===== src/rtl/rxa_pkg.sv =====
package rxa_pkg;
  typedef enum logic [1:0] {
    FORM_BYTE = 2'd0,
    FORM_HALF = 2'd1,
    FORM_DUAL = 2'd2,
    FORM_NONE = 2'd3
  } form_e;
endpackage


===== src/rtl/rxa_rotator.sv =====
module rxa_rotator #(
  parameter int W     = 32,
  parameter int STEP  = 8,
  parameter int SEL_W = 2
) (
  input  logic [W-1:0]     src,
  input  logic [SEL_W-1:0] sel,
  output logic [W-1:0]     rotated
);
  localparam int N = 1 << SEL_W;
  logic [W-1:0] cand [N];

  for (genvar g = 0; g < N; g++) begin : g_amt
    localparam int SH = g * STEP;
    if (SH == 0) begin : g_zero
      assign cand[g] = src;
    end else begin : g_rot
      assign cand[g] = {src[SH-1:0], src[W-1:SH]};
    end
  end

  assign rotated = cand[sel];
endmodule


===== src/rtl/rxa_extend.sv =====
module rxa_extend
  import rxa_pkg::*;
#(
  parameter int W      = 32,
  parameter int BYTE_W = 8
) (
  input  logic [W-1:0] rotated,
  input  form_e        form,
  input  logic         sgn,
  output logic [W-1:0] ext
);
  localparam int HALF_W = W / 2;
  localparam int DUAL_PAD = HALF_W - BYTE_W;

  logic lo_byte_msb, hi_byte_msb, half_msb;
  assign lo_byte_msb = sgn & rotated[BYTE_W-1];
  assign hi_byte_msb = sgn & rotated[HALF_W+BYTE_W-1];
  assign half_msb    = sgn & rotated[HALF_W-1];

  always_comb begin
    unique case (form)
      FORM_BYTE: ext = {{(W-BYTE_W){lo_byte_msb}}, rotated[BYTE_W-1:0]};
      FORM_HALF: ext = {{(W-HALF_W){half_msb}}, rotated[HALF_W-1:0]};
      FORM_DUAL: ext = {{DUAL_PAD{hi_byte_msb}}, rotated[HALF_W+BYTE_W-1:HALF_W],
                        {DUAL_PAD{lo_byte_msb}}, rotated[BYTE_W-1:0]};
      default:   ext = '0;
    endcase
  end
endmodule


===== src/rtl/rxa_accum.sv =====
module rxa_accum #(
  parameter int W      = 32,
  parameter int LANE_W = 16
) (
  input  logic [W-1:0] ext,
  input  logic [W-1:0] addend,
  input  logic         acc_en,
  input  logic         lane_mode,
  output logic [W-1:0] sum
);
  localparam int LANES = W / LANE_W;
  logic [W-1:0] word_sum;
  logic [W-1:0] lane_sum;

  assign word_sum = ext + addend;

  for (genvar l = 0; l < LANES; l++) begin : g_lane
    assign lane_sum[l*LANE_W +: LANE_W] =
      ext[l*LANE_W +: LANE_W] + addend[l*LANE_W +: LANE_W];
  end

  always_comb begin
    if (!acc_en)        sum = ext;
    else if (lane_mode) sum = lane_sum;
    else                sum = word_sum;
  end
endmodule


===== src/rtl/rxa_unit.sv =====
module rxa_unit
  import rxa_pkg::*;
#(
  parameter int W     = 32,
  parameter int STEP  = 8,
  parameter int SEL_W = 2
) (
  input  logic [W-1:0]     src_in,
  input  logic [W-1:0]     acc_in,
  input  logic [SEL_W-1:0] rot_sel,
  input  logic [3:0]       op_code,
  output logic [W-1:0]     result
);
  localparam int LANE_W = W / 2;

  form_e        form;
  logic         sgn, acc_en;
  logic [W-1:0] rotated, ext, sum;

  assign form   = form_e'(op_code[1:0]);
  assign sgn    = op_code[2];
  assign acc_en = op_code[3];

  rxa_rotator #(.W(W), .STEP(STEP), .SEL_W(SEL_W)) u_rot (
    .src(src_in), .sel(rot_sel), .rotated(rotated));

  rxa_extend #(.W(W), .BYTE_W(STEP)) u_ext (
    .rotated(rotated), .form(form), .sgn(sgn), .ext(ext));

  rxa_accum #(.W(W), .LANE_W(LANE_W)) u_acc (
    .ext(ext), .addend(acc_in), .acc_en(acc_en),
    .lane_mode(form == FORM_DUAL), .sum(sum));

  assign result = (form == FORM_NONE) ? '0 : sum;
endmodule


===== config.mk =====
export PLATFORM = sky130hd
export DESIGN_NAME = rxa_unit
export DESIGN_NICKNAME = d
export VERILOG_FILES = /design/src/rtl/rxa_pkg.sv /design/src/rtl/rxa_rotator.sv /design/src/rtl/rxa_extend.sv /design/src/rtl/rxa_accum.sv /design/src/rtl/rxa_unit.sv
export SDC_FILE = /design/constraint.sdc
export NUM_CORES = 1
export LEC_CHECK = 0
export ABC_AREA = 0
export BUFFER_PORTS_ARGS = -buffer_cell sky130_fd_sc_hd__buf_2
export CORE_MARGIN = 2
export CORE_UTILIZATION = 55
export DETAILED_ROUTE_END_ITERATION = 6
export PLACE_DENSITY = 0.95
export SLEW_MARGIN = 0
export SYNTH_ARGS = -nofsm -noshare
export SYNTH_HDL_FRONTEND = slang
export SYNTH_SLANG_ARGS = --single-unit

===== constraint.sdc =====
create_clock -name vclk -period 10.3
set_input_delay 2.06 -clock vclk [all_inputs]
set_output_delay 2.06 -clock vclk [all_outputs]
set_load 0.02 [all_outputs]

==> impl.org <==
** Critical path
- Critical path launch point type :: input port
- Data arrival time of the critical path :: 7.10 ns
- In this design, the largest share of critical-path delay is due to compound AO/OA/AOI/OAI gates.
- Critical path required time :: 8.24 ns
- Cell at the slowest stage of the critical path :: sky130_fd_sc_hd__fa_1
- Counting both buffers and inverters, the worst setup path holds a total of 3.
- The signal on the critical path passes through buf_2, buf_4, mux2_2, a21oi_1, nor2_1, fa_1, a211oi_1, o21ai_0, nor3b_1, maj3_2, a211o_1, o221ai_1, a311oi_1, a21oi_1, a21oi_1, o31a_1, nor3_1, mux2i_1, buf_2.
- In this run the worst path has a maximum fanout of 22.
- Highest cell delay on the worst timing path :: 0.47 ns
- Most prevalent standard cell on the critical path :: sky130_fd_sc_hd__a21oi_1
- STA classifies the critical path endpoint as an output pin.
- Crit Path Category :: in -> out
- First element of the critical path :: rot_sel[1]

** Die
- In this run the core area contains 28 standard-cell rows.
- The floorplan step set the die width to 81.5 um.
- The initial utilization of the core area, before any placement, comes to 0.564.
- The floorplan step defined a die boundary enclosing 0.00663 sq mm.
- DIE HEIGHT :: 81.5 um
- After floorplanning, the core was sized to cover 0.00585 sq mm.
- During I/O placement, the number of pins put on the boundary was 102.

** Drt
- In this run the remaining antenna-violating nets after routing total 0.
- In the routed design, unresolved DRC markers number 0.
- Routed wirelength normalized by instance count :: 16.3 um
- The final route contains 4,093 vias.
- The first detailed-routing pass took 6 iterations.
- Via-to-Cell Ratio :: 6.48
- DRT Wirelength :: 10.3 mm
- The first routing iteration left 322 violations.

** Yosys
- For this run, the register share of the synthesized area comes to 0.
- Distinct cell type count of the synthesized netlist :: 74
- Mean post-synth cell area :: 6.90 sq um
- Number of nets produced by synthesis :: 567
- Gate count after technology mapping :: 478
- For this run, the number of Yosys warnings is 0.
- Summing every instance area after synthesis gives 0.00330 sq mm.

** Clock network
- After clock tree synthesis, the repair step resized 0 gates.
- Hold repair after CTS inserted 0 buffers.
- Buffers added to address setup during post-CTS repair amount to 0.

** Timing
- Counting I/O delays and the setup requirement, the final critical path takes 9.16 ns.
- Post-route worst hold slack :: 4.60 ns
- Highest clock frequency the design can meet :: 0.109 GHz
- Accumulated negative setup slack :: 0 ns
- Measured slew at the worst slew-check pin :: 0.796 ns
- Final Hold Vio Count :: 0
- Count of endpoints failing setup in the final report :: 0
- Max-slew headroom :: 0.469
- Final count of pins violating max slew :: 0
- Part of the cycle the worst path needs :: 0.889
- Setup repair after global routing left no endpoint under its margin.
- Final Worst Setup Slack :: 1.14 ns

** Place
- During placement, the flow inserted port buffers numbering 102.
- At the end of routability-driven placement, the weighted congestion stood at 0.965.
- Hpwl dp :: 8.20 mm
- Placed Cells :: 632
- Worst slack after detailed placement :: 1.27 ns
- Once placement finished, the instance area stood at 0.00380 sq mm.

** Layout
- Number of fillers in the final layout :: 513
- The final layout contains 648 nets.
- Fraction of final layout cells sized beyond drive strength 1 :: 0.273
- Number of diodes :: 0
- Final std cells w/o fill :: 632
- There are 0 flip-flops and latches.
- Fin area :: 0.00380 sq mm
- Compared with the post-synthesis result, the final layout area differs by 15.2%.
- The multi-input combinational cells in the finished layout cover a total of 0.00312 sq mm.
- Storage element area :: 0 sq um
- The clock buffers instantiated in the layout total 0.

** Global route
- The first global-routing pass estimated 16.3 mm of wire.
- Pin count of the biggest net entering global routing :: 39
- The via count of the first global-routing pass was 3,729.
- Antenna violations before repair :: 0
- Gr ovfl total :: 0
- Overall global routing resource usage :: 0.299

** Power and ir drop
- For this design the static power due to leakage is 1.79 nW.
- Dividing total power by cell area gives a power density of 74.1 mW/mm^2.
- Across the VDD grid, the largest voltage drop is 0.0000511 V.

** Run status
- The run finished with clean final reports.

** Hold path
- The worst hold path belongs to the class in -> out.
- Hold path startpoint :: acc_in[0]

** Flow run
- # Max-Cap Violations :: 0
[routing by layer]
metal | vias to the layer above | wire (um) | GRT usage
met5 | - | 0 | 0
met4 | 0 | 187 | 0.0746
met3 | 20 | 840 | 0.0165
met2 | 230 | 5150 | 0.572
met1 | 1898 | 4090 | 0.361
li1 | 1945 | - | -
[cell usage in the layout, fill, tap and decap left out, drive strengths merged, types with 5 or more instances in the layout]
master,Yosys,final
a31o,5,5
nand2,45,45
o21ai,30,30
o31ai,7,7
nand3,11,11
or2,6,6
or3,5,5
maj3,12,12
nor2,59,59
xor2,8,8
nor2b,5,5
and3,6,6
buf,12,104
o21a,5,5
and2,7,7
ha,17,17
inv,17,17
mux2,19,19
mux2i,20,20
a21o,10,10
mux4,6,6
nor3,10,10
a211oi,7,7
a21oi,47,47
xnor2,23,23
[cell type report]
type / instances / area share
multi-input combinational: 436 / 0.820
timing repair buffer: 104 / 0.138
tap: 75 / 0.0247
inverter: 17 / 0.0168
[where the power goes]
| part | internal, W | total [W] | switching [W] |
|---|---|---|---|
| combinational | 0.000114 | 0.000282 | 0.000168 |
| sequential | 0 | 0 | 0 |
| clock | 0 | 0 | 0 |
[path summary, 6_finish.rpt]
path | slack, ns | to | cells past startpoint
worst min-delay path | 4.60 | result[0] | 5
worst max-delay path | 1.14 | result[20] | 19
[Yosys cell counts (all sizes together), types with 4 or more instances]
library cell | instances | area share
clkbuf | 13 | 0.015
buf | 12 | 0.020
a21o | 10 | 0.023
nor2b | 5 | 0.0095
maj3 | 12 | 0.038
o21a | 5 | 0.011
mux2i | 20 | 0.061
nand2 | 45 | 0.054
inv | 17 | 0.019
mux4 | 6 | 0.042
o31ai | 7 | 0.020
or2 | 6 | 0.011
xnor2 | 23 | 0.061
nor3 | 10 | 0.015
ha | 17 | 0.064
or3 | 5 | 0.0095
a311oi | 4 | 0.011
nor4 | 4 | 0.0095
and3 | 6 | 0.011
nand3 | 11 | 0.017
o22ai | 4 | 0.0076
a31o | 5 | 0.013
and2 | 7 | 0.013
nor2 | 59 | 0.068
o21ai | 30 | 0.046
xor2 | 8 | 0.021
a211oi | 7 | 0.016
mux2 | 19 | 0.066
a21oi | 47 | 0.071
[kinds of logic after synthesis]
family	after synthesis	synth area share
compound gates	157	0.329
buf+inv	42	0.0546
fa+ha+maj	31	0.115
xor+xnor	31	0.0823
mux	45	0.169
simple gates	172	0.251
[per-stage QoR]
step                 util  power [W]
CTS                 0.650   0.000277
detailed placement  0.650   0.000275
global route        0.650   0.000306
global placement    0.650   0.000266
floorplan               -   0.000204
finish              0.650   0.000282
Power figures use the tool's default switching activity.
